$ cat src/rtl/wr_vote_pkg.sv
package wr_vote_pkg;
  typedef enum logic [1:0] {
    ST_FIRST  = 2'd0,
    ST_SECOND = 2'd1,
    ST_THIRD  = 2'd2,
    ST_HALT   = 2'd3
  } passState_t;

  localparam int NUM_SLOTS = 2;

  typedef struct packed {
    logic [NUM_SLOTS-1:0] capSlot;
    logic                 commit;
  } dpStrobe_t;
endpackage

$ cat src/rtl/wr_vote_dp.sv
module wr_vote_dp
  import wr_vote_pkg::*;
#(
  parameter int ADDR_W = 16,
  parameter int DATA_W = 32
) (
  input  logic              clk,
  input  logic              rstN,
  input  dpStrobe_t         strobe,
  input  logic [ADDR_W-1:0] inAddr,
  input  logic [DATA_W-1:0] inData,
  output logic [NUM_SLOTS-1:0] slotMatch,
  output logic              memWrEn,
  output logic [ADDR_W-1:0] memAddr,
  output logic [DATA_W-1:0] memData
);
  localparam int PAIR_W = ADDR_W + DATA_W;

  logic [PAIR_W-1:0] inPair;
  assign inPair = {inAddr, inData};

  for (genvar s = 0; s < NUM_SLOTS; s++) begin : g_slot
    logic [PAIR_W-1:0] slotPair;
    always_ff @(posedge clk) begin
      if (!rstN)                  slotPair <= '0;
      else if (strobe.capSlot[s]) slotPair <= inPair;
    end
    // whole-pair equality: address and data must both agree
    assign slotMatch[s] = (slotPair == inPair);
  end

  always_ff @(posedge clk) begin
    if (!rstN) begin
      memWrEn <= 1'b0;
      memAddr <= '0;
      memData <= '0;
    end else begin
      memWrEn <= strobe.commit;
      if (strobe.commit) begin
        memAddr <= inAddr;
        memData <= inData;
      end
    end
  end
endmodule

$ cat src/rtl/wr_vote_ctl.sv
module wr_vote_ctl
  import wr_vote_pkg::*;
(
  input  logic                 clk,
  input  logic                 rstN,
  input  logic                 procWrEn,
  input  logic                 userMode,
  input  logic [NUM_SLOTS-1:0] slotMatch,
  output dpStrobe_t            strobe,
  output passState_t           curState,
  output logic                 rollbackReq,
  output logic                 checkpoint,
  output logic                 mismatch,
  output logic                 errHalt
);
  passState_t nextState;
  logic rbNext, ckNext, misNext, haltNext;

  always_comb begin
    nextState = curState;
    strobe    = '0;
    rbNext    = 1'b0;
    ckNext    = 1'b0;
    misNext   = 1'b0;
    haltNext  = 1'b0;
    if (procWrEn) begin
      unique case (curState)
        ST_FIRST: begin
          if (userMode) begin
            strobe.capSlot[0] = 1'b1;
            rbNext            = 1'b1;
            nextState         = ST_SECOND;
          end else begin
            strobe.commit = 1'b1;
          end
        end
        ST_SECOND: begin
          if (slotMatch[0]) begin
            strobe.commit = 1'b1;
            ckNext        = 1'b1;
            nextState     = ST_FIRST;
          end else begin
            strobe.capSlot[1] = 1'b1;
            misNext           = 1'b1;
            rbNext            = 1'b1;
            nextState         = ST_THIRD;
          end
        end
        ST_THIRD: begin
          if (|slotMatch) begin
            strobe.commit = 1'b1;
            ckNext        = 1'b1;
            nextState     = ST_FIRST;
          end else begin
            haltNext  = 1'b1;
            nextState = ST_HALT;
          end
        end
        default: ;
      endcase
    end
  end

  always_ff @(posedge clk) begin
    if (!rstN) begin
      curState    <= ST_FIRST;
      rollbackReq <= 1'b0;
      checkpoint  <= 1'b0;
      mismatch    <= 1'b0;
      errHalt     <= 1'b0;
    end else begin
      curState    <= nextState;
      rollbackReq <= rbNext;
      checkpoint  <= ckNext;
      mismatch    <= misNext;
      errHalt     <= errHalt | haltNext;
    end
  end
endmodule

$ cat src/rtl/wr_vote_top.sv
module wr_vote_top
  import wr_vote_pkg::*;
#(
  parameter int ADDR_W = 16,
  parameter int DATA_W = 32
) (
  input  logic              clk,
  input  logic              rstN,
  input  logic              userMode,
  input  logic              procWrEn,
  input  logic [ADDR_W-1:0] procAddr,
  input  logic [DATA_W-1:0] procData,
  output logic              memWrEn,
  output logic [ADDR_W-1:0] memAddr,
  output logic [DATA_W-1:0] memData,
  output logic              rollbackReq,
  output logic              checkpoint,
  output logic              mismatch,
  output logic              errHalt
);
  dpStrobe_t            strobe;
  logic [NUM_SLOTS-1:0] slotMatch;
  passState_t           curState;

  wr_vote_ctl i_ctl (
    .clk(clk), .rstN(rstN), .procWrEn(procWrEn), .userMode(userMode),
    .slotMatch(slotMatch), .strobe(strobe), .curState(curState),
    .rollbackReq(rollbackReq), .checkpoint(checkpoint),
    .mismatch(mismatch), .errHalt(errHalt)
  );

  wr_vote_dp #(.ADDR_W(ADDR_W), .DATA_W(DATA_W)) i_dp (
    .clk(clk), .rstN(rstN), .strobe(strobe), .inAddr(procAddr),
    .inData(procData), .slotMatch(slotMatch), .memWrEn(memWrEn),
    .memAddr(memAddr), .memData(memData)
  );
endmodule

$ cat config.mk
export PLATFORM = sky130hd
export DESIGN_NAME = wr_vote_top
export DESIGN_NICKNAME = d
export VERILOG_FILES = /design/src/rtl/wr_vote_pkg.sv /design/src/rtl/wr_vote_dp.sv /design/src/rtl/wr_vote_ctl.sv /design/src/rtl/wr_vote_top.sv
export SDC_FILE = /design/constraint.sdc
export NUM_CORES = 1
export LEC_CHECK = 0
export BUFFER_PORTS_ARGS = -buffer_cell sky130_fd_sc_hd__buf_2
export CAP_MARGIN = 20
export CORE_ASPECT_RATIO = 1.2
export CORE_UTILIZATION = 40
export CTS_BUF_LIST = sky130_fd_sc_hd__clkbuf_2
export DETAILED_ROUTE_END_ITERATION = 8
export SETUP_SLACK_MARGIN = 0.15
export SKIP_CTS_REPAIR_TIMING = 1
export SYNTH_ARGS = -nofsm -noshare
export SYNTH_HDL_FRONTEND = slang
export SYNTH_SLANG_ARGS = --single-unit
$ cat constraint.sdc
create_clock -name clk -period 5.3 [get_ports clk]
set_input_delay 0.795 -clock clk [delete_from_list [all_inputs] [get_ports clk]]
set_output_delay 0.795 -clock clk [all_outputs]
set_load 0.03 [all_outputs]
Word level (Yosys, flattened, before mapping)
Index checks and enable logic that the tools add are counted.
- output and inout port bits: 53
- input port bits: 52
- register bits after elaboration: 151
- reduce and logical (&&, ||, !) cells: 5
- bitwise operators: 1
- mux-type cells: 18
- equal/unequal tests: 5
- operators with widths (kind ; count):
    48-bit equality test ; 2
    1-bit two-way mux ; 10
    2-bit two-way mux ; 3
    2-bit case mux with 3 select lines ; 1
    1-bit case mux with 2 select lines ; 2
    3-bit two-way mux ; 1
    1-bit case mux with 3 select lines ; 1
    3-bit AND reduction ; 1
    3-bit nonzero test ; 1
    2-bit by 1-bit equality test with 1-bit output (second input constant) ; 1
    2-bit equality test (second input constant) ; 1
    2-bit logical NOT ; 1
    2-bit != test (second input constant) ; 1
    2-bit AND reduction ; 1
    2-bit OR reduction ; 1
    1-bit bitwise OR ; 1

Longest topological paths before layout
Gate-level depths: netlist of run 1.
- depth after elaboration: 6
- gate-level depth with buffers: 9

Modules after synthesis
Synthesis of run 1 repeated with hierarchy kept, for this count alone.
- cells, all modules: 634
- area, all modules: 6841.6 sq um
- by module, submodules not included (module ; cells each ; times used ; area each (sq um)):
    wr_vote_dp ; 596 ; 1 ; 6482.5
    wr_vote_ctl ; 38 ; 1 ; 359.1

Least setup slack after synthesis of run 1
OpenSTA, ideal clock, no wires.
- path kind: input to register
- from: input procAddr[8]
- to: register i_dp.memData[22]
- data required time: 5.228 ns
- arrival time: 2.339 ns
- setup slack: 2.889 ns
- stages on the path: 8
- buffers on the path: 2
- cells stage by stage: xnor2_1 nand4_1 nor4_2 nand3_2 a31oi_2 buf_6 buf_6 mux2i_1
- word-level cells in the longest chain between the ends: 5
- ends and longest elaborated chain (element ; line ; source):
    start, declared ; wr_vote_top.sv:11 ; input logic [ADDR_W-1:0] procAddr,
    48-bit equality test ; wr_vote_dp.sv:29 ; assign slotMatch[s] = (slotPair == inPair);
    2-bit OR reduction ; wr_vote_ctl.sv:50 ; if (|slotMatch) begin
    1-bit two-way mux ; wr_vote_ctl.sv:50 ;
    1-bit case mux with 3 select lines (*) ; wr_vote_ctl.sv:27 ; unique case (curState)
    3-bit two-way mux (*) ; wr_vote_ctl.sv:26 ; if (procWrEn) begin
    end signal, assigned ; wr_vote_dp.sv:41 ; memData <= inData;
    end, declared ; wr_vote_dp.sv:15 ; output logic [DATA_W-1:0] memData
Every way passes the cells marked *; elsewhere a longest branch is shown, timed or not.
A chain may end at the register's enable or synchronous reset.

Worst setup path after layout of run 1
- from: register i_dp.g_slot[0].slotPair[37]
- to: register i_dp.memAddr[1]
- word-level cells in the longest chain between the ends: 5
- ends and longest elaborated chain (element ; line ; source):
    start, declared ; wr_vote_dp.sv:23 ; logic [PAIR_W-1:0] slotPair;
    start signal, assigned ; wr_vote_dp.sv:26 ; else if (strobe.capSlot[s]) slotPair <= inPair;
    48-bit equality test (*) ; wr_vote_dp.sv:29 ;
    2-bit OR reduction ; wr_vote_ctl.sv:50 ;
    1-bit two-way mux ; wr_vote_ctl.sv:50 ;
    1-bit case mux with 3 select lines (*) ; wr_vote_ctl.sv:27 ;
    3-bit two-way mux (*) ; wr_vote_ctl.sv:26 ;
    end signal, assigned ; wr_vote_dp.sv:40 ; memAddr <= inAddr;
    end, declared ; wr_vote_dp.sv:14 ; output logic [ADDR_W-1:0] memAddr,
Marked as above.

==> results of run 1 <==
per-stage QoR:
stage / utilization / std cells / setup slack [ns]
after CTS: 0.471 / 1054 / 2.41
after detailed placement: 0.449 / 1022 / 1.80
after global routing: 0.471 / 1055 / 2.23
after floorplan: - / 741 / 2.89
final: 0.471 / 1055 / 2.40
after global placement: 0.449 / 1022 / 1.89
layout by cell type (no fill, tap or decap), types with 2 or more instances in the layout:
cell type   count
nand2_1       193
dfxtp_1       151
buf_2         103
xnor2_1        96
mux2i_1        96
nor2_1         52
a21oi_1        50
nand4_1        25
clkbuf_2       20
bufinv_16       7
buf_4           7
nand3_1         6
inv_1           5
ha_1            4
nor4_2          3
nor4_1          3
a31oi_1         3
and3_1          2
clkinvlp_4      2
kinds of logic (layout without fill, tap and decap cells):
kind of cell	Yosys count	after routing
buffers and inverters	48	149
adders and majority gates	4	4
AOI/OAI and AO/OA	59	59
and+or+nand+nor	287	287
muxes	96	96
DFF	151	151
xor gates and xnor gates	96	96
other	0	1
metal layers:
metal,global-route usage,routed length [um]
met1,0.250,7320
met2,0.315,7570
met3,0.0483,710
met4,0.0553,106
met5,0,0
how the worst min path moves through the flow:
stage                                                 start  slack (ns)  cells after the start                                  endpoint
global placement               i_dp.memAddr[3]$_SDFFE_PN0P_        0.44                      2              i_dp.memAddr[3]$_SDFFE_PN0P_
CTS                                            procData[20]        0.24                      3  i_dp.g_slot[0].slotPair[20]$_SDFFE_PN0P_
finish                                          procAddr[7]        0.32                      3  i_dp.g_slot[0].slotPair[39]$_SDFFE_PN0P_
detailed placement            i_dp.memData[31]$_SDFFE_PN0P_        0.44                      2             i_dp.memData[31]$_SDFFE_PN0P_
floorplan           i_dp.g_slot[0].slotPair[0]$_SDFFE_PN0P_        0.45                      2   i_dp.g_slot[0].slotPair[0]$_SDFFE_PN0P_
global route                                   procData[20]        0.19                      3  i_dp.g_slot[0].slotPair[20]$_SDFFE_PN0P_
flip-flops by register name, indices dropped and copies added (netlist names):
signal	count
i_ctl.mismatch	1
i_dp.g_slot.slotPair	96
i_ctl.checkpoint	1
i_dp.memAddr	16
i_ctl.errHalt	1
i_dp.memWrEn	1
i_ctl.rollbackReq	1
i_ctl.curState	2
i_dp.memData	32
area by class of cell:
cell class	instances	area, um2	share of cell area
antenna	1	2.50	0.000328
clock buffer	20	100	0.0131
clock inverter	12	248	0.0325
inverter	6	22.5	0.00295
multi-input combinational	542	3380	0.443
sequential	151	3020	0.396
tap	212	265	0.0348
timing repair buffer	111	588	0.0771
power groups by stage:
stage | Clock [mW] | Sequential [mW] | Combinational, mW
floorplan | 0 | 1.27 | 0.204
global placement | 0 | 1.24 | 0.354
detailed placement | 0 | 1.24 | 0.355
finish | 0.875 | 1.22 | 0.352
global route | 0.952 | 1.23 | 0.385
CTS | 0.898 | 1.22 | 0.356
critical path: stages, from the launching register on:
cell and delay (ns):
dfxtp_1 0.37, xnor2_1 0.30, nand4_1 0.22, nor4_2 0.45, nand3_2 0.24, a31oi_4 0.56
buf_4 0.45, mux2i_1 0.22
==> flow_metrics.env, run 1 <==
export IMPL_synth_top_family_by_area="simple AND/OR/NAND/NOR gates"
export IMPL_tightestPinTransition_ns=0.950
export IMPL_fmax_mhz=345
export IMPL_critPathCapture="i_dp.memAddr[1]$_SDFFE_PN0P_"
export IMPL_synth_most_common_cell="nand2_1"
export IMPL_power_internal_mw=1.78
export IMPL_drv_slew=0
export IMPL_drt_iter0_markers=234
export IMPL_overflow=0
export IMPL_grt_pass1_vias=4593
export IMPL_avgSynthCellArea_um2=8.93
export IMPL_combPwrFrac=0.144
export IMPL_hold_ws_ns=0.318
export IMPL_row_count=51
export IMPL_power_density_nw_per_um2=321
export IMPL_rr_startpoint="i_dp.g_slot[0].slotPair[37]$_SDFFE_PN0P_"
export IMPL_ant_nets=0
export IMPL_path_class="flop to flop"
export IMPL_place_area_um2=7280
export IMPL_ioPinCount=105
export IMPL_core_area_um2=16200
export IMPL_hold_violations=0
export IMPL_netlist_area_leader_share=0.457
export IMPL_pwr_share_clk=0.357
export IMPL_antenna_found_initial=1
export IMPL_power_mw=2.45
export IMPL_crit_path_end_kind="flop"
export IMPL_final_setup_tns_ns=0
export IMPL_rr_worst_depth=7
export IMPL_fin_nets=885
export IMPL_sw_frac_of_total=0.271
export IMPL_routed_wl_um=15700
export IMPL_cts_root_buf="clkbuf_2"
export IMPL_ir_worst_vdd_v=0.000153
export IMPL_p_sw_mw=0.664
export IMPL_synth_common_cells="193 x nand2_1, 151 x dfxtp_1, 96 x mux2i_1, 96 x xnor2_1, 52 x nor2_1"
export IMPL_syn2layout_area_growth_pct=15.3
export IMPL_fp_dieArea_um2=17100
export IMPL_synthMuxAreaShare=0.145
export IMPL_grt_pass1_wl_um=24900
export IMPL_synth_compound_area_frac=0.0486
export IMPL_synthTopCellsByArea="dfxtp_1 46%, mux2i_1 15%, xnor2_1 13%, nand2_1 11%, a21oi_1 3.8%"
export IMPL_clock_latency_ns=0.73
export IMPL_synth_fa_ha_area_frac=0.00756
export IMPL_finalCritPeriodShare=0.546
export IMPL_r2r_end="i_dp.memAddr[1]$_SDFFE_PN0P_"
export IMPL_async_flop_share=0
export IMPL_yosysSeqAreaShare=0.457
export IMPL_worstPathRequired_ns=5.97
export IMPL_drt_pass1_iterations=5
export IMPL_cts_sinks=151
export IMPL_status="complete, no violations"
export IMPL_synth_edf_count=0
export IMPL_track_usage=0.192
export IMPL_die_width_um=119
export IMPL_drive_gt1_frac=0.178
export IMPL_cts_tree="done"
export IMPL_crit_fanout=20
export IMPL_synth_warnings=0
export IMPL_drcViolationCount=0
export IMPL_clk_transition_reported_paths_ns=0.22
export IMPL_synth_ff_latch_count=151
export IMPL_synth_fp_nets=797
export IMPL_gp_congestion=0.845
export IMPL_synth_flop_cell="dfxtp_1"
export IMPL_synth_cells=741
export IMPL_clockBufferDepth=2
export IMPL_fin_worst_skew_ns=0.0338
export IMPL_netlist_area_um2=6620
export IMPL_ys_types=28
export IMPL_cts_buffers=17
export IMPL_fillers=1648
export IMPL_crit_arrival_ns=3.57
export IMPL_cap_violations=0
export IMPL_die_y_um=143
export IMPL_htreeDepth=4
export IMPL_rsz0062_at_grt="false"
export IMPL_startpoint_type="flop"
export IMPL_fin_area_um2=7630
export IMPL_initial_core_util=0.408
export IMPL_yosysTopAreaCell="dfxtp_1"
export IMPL_synthXorXnorAreaFrac=0.127
export IMPL_leakage_nw=3.15
export IMPL_setup_worst_path_start="i_dp.g_slot[0].slotPair[37]$_SDFFE_PN0P_"
export IMPL_dpl_hpwl_um=11100
export IMPL_r2r_slack_ns=2.40
export IMPL_via_count=5126
export IMPL_seqPwrFrac=0.498
export IMPL_slew_headroom=0.366
export IMPL_post_drt_wl_per_cell_um=14.9
export IMPL_avgViaCountPerCell=4.86
export IMPL_worstHoldPathType="primary input to flop"
export IMPL_post_route_min_period_ns=2.90
export IMPL_synthSimpleGateAreaFrac=0.181
export IMPL_finalSetupViolCount=0
export IMPL_portBuffers=104
export IMPL_grt_max_degree=65
No activity file was read; power rests on OpenSTA's default activity.
==> run 2: changes to the inputs <==
==> constraint.sdc (replaced) <==
create_clock -name clk -period 2.8 [get_ports clk]
set_input_delay 0.42 -clock clk [delete_from_list [all_inputs] [get_ports clk]]
set_output_delay 0.42 -clock clk [all_outputs]
set_load 0.03 [all_outputs]
==> flow_metrics.env, run 2 (synthesis gave the netlist of run 1 again) <==
export IMPL_clock_latency_ns=0.74
export IMPL_cts_buffers=17
export IMPL_gp_congestion=0.856
export IMPL_tightestPinTransition_ns=0.698
export IMPL_portBuffers=104
export IMPL_final_setup_tns_ns=0
export IMPL_dpl_hpwl_um=11200
export IMPL_drive_gt1_frac=0.171
export IMPL_cap_violations=0
export IMPL_power_density_nw_per_um2=527
export IMPL_track_usage=0.196
export IMPL_post_drt_wl_per_cell_um=14.8
export IMPL_grt_pass1_wl_um=25300
export IMPL_ioPinCount=105
export IMPL_clockBufferDepth=2
export IMPL_ant_nets=0
export IMPL_fillers=1612
export IMPL_layout_commonest_cell="nand2_1"
export IMPL_die_width_um=119
export IMPL_htreeDepth=4
export IMPL_crit_path_end_kind="flop"
export IMPL_row_count=51
export IMPL_grt_max_degree=63
export IMPL_die_y_um=143
export IMPL_cts_sinks=151
export IMPL_routed_wl_um=16400
export IMPL_ir_worst_vdd_v=0.000335
export IMPL_reg_top3="i_dp.g_slot.slotPair: 96 flops, i_dp.memData: 32 flops, i_dp.memAddr: 16 flops"
export IMPL_fp_dieArea_um2=17100
export IMPL_path_class="primary input to flop"
export IMPL_drv_slew=0
export IMPL_ff_latch_area_um2=3020
export IMPL_hold_ws_ns=0.0838
export IMPL_drt_iter0_markers=237
export IMPL_hold_violations=0
export IMPL_post_route_min_period_ns=2.48
export IMPL_drt_pass1_iterations=6
export IMPL_clk_transition_reported_paths_ns=0.23
export IMPL_crit_fanout=37
export IMPL_fin_worst_skew_ns=0.0381
export IMPL_rsz0062_at_grt="false"
export IMPL_startpoint_type="primary input"
export IMPL_grt_pass1_vias=4666
export IMPL_top_register="i_dp.g_slot.slotPair"
export IMPL_syn2layout_area_growth_pct=21.5
export IMPL_worstHoldPathType="primary input to flop"
export IMPL_cts_tree="done"
export IMPL_finalSetupViolCount=0
export IMPL_leakage_nw=3.32
export IMPL_avgViaCountPerCell=4.82
export IMPL_initial_core_util=0.408
export IMPL_drcViolationCount=0
export IMPL_crit_arrival_ns=3.13
export IMPL_finalCritPeriodShare=0.884
export IMPL_status="complete, no violations"
export IMPL_largest_reg_flops=96
export IMPL_worstPathRequired_ns=3.45
export IMPL_fmax_mhz=404
export IMPL_multiInputGateArea_um2=3380
export IMPL_final_cell_mix="193 x nand2_1, 151 x dfxtp_1, 103 x buf_2"
export IMPL_fin_nets=937
export IMPL_core_area_um2=16200
export IMPL_slew_headroom=0.534
export IMPL_antenna_found_initial=1
export IMPL_overflow=0
export IMPL_cts_root_buf="clkbuf_2"
export IMPL_via_count=5331
-- run 2: layer usage --
layer | global-route usage | routed length (um) | up-vias
li1 | - | - | 2720
met1 | 0.257 | 7650 | 2459
met2 | 0.315 | 7650 | 135
met3 | 0.0459 | 740 | 17
met4 | 0.0724 | 318 | 0
met5 | 0 | 0 | -
-- run 2: layout make-up --
cell class / instances / area share
multi-input cells: 542 / 0.420
flip-flops and latches: 151 / 0.376
repair buffers: 163 / 0.140
well taps: 212 / 0.0330
clock inverters: 13 / 0.0165
clock buffers: 18 / 0.0112
inverters: 6 / 0.00280
diodes: 1 / 0.000311
-- run 2: worst max-delay path: stages --
cell	delay, ns
dlygate4sd3_1	0.53
buf_2	0.16
xnor2_1	0.34
nand4_1	0.17
nor4_2	0.45
nand3_2	0.25
a31oi_4	0.26
buf_12	0.29
mux2i_1	0.22
-- run 2: through the flow --
stage	setup WS, ns	instance area [um2]	utilization	std cells	power [mW]
2_1_floorplan	0.764	6620	-	741	2.80
3_3_place_gp	0.161	7330	0.453	1026	3.04
3_5_place_dp	0.172	7330	0.453	1026	3.04
4_1_cts	0.358	7560	0.466	1057	4.24
5_1_grt	0.208	8040	0.496	1106	4.45
6_report	0.325	8040	0.496	1106	4.23
-- run 2: final timing paths --
kind / startpoint / end / slack, ns / cells after the start
min reg2reg: i_dp.memData[24]$_SDFFE_PN0P_ / i_dp.memData[24]$_SDFFE_PN0P_ / 0.47 / 2
max reg2reg: i_dp.g_slot[0].slotPair[25]$_SDFFE_PN0P_ / i_dp.memAddr[1]$_SDFFE_PN0P_ / 0.35 / 7
max: procData[25] / i_dp.memAddr[1]$_SDFFE_PN0P_ / 0.32 / 9
min: rstN / i_dp.memData[19]$_SDFFE_PN0P_ / 0.08 / 3
-- run 2: report_power, final --
part | switching, mW | internal [mW]
Clock | 0.789 | 0.401
Sequential | 0.0563 | 2.25
Combinational | 0.429 | 0.306
Total | 1.27 | 2.96
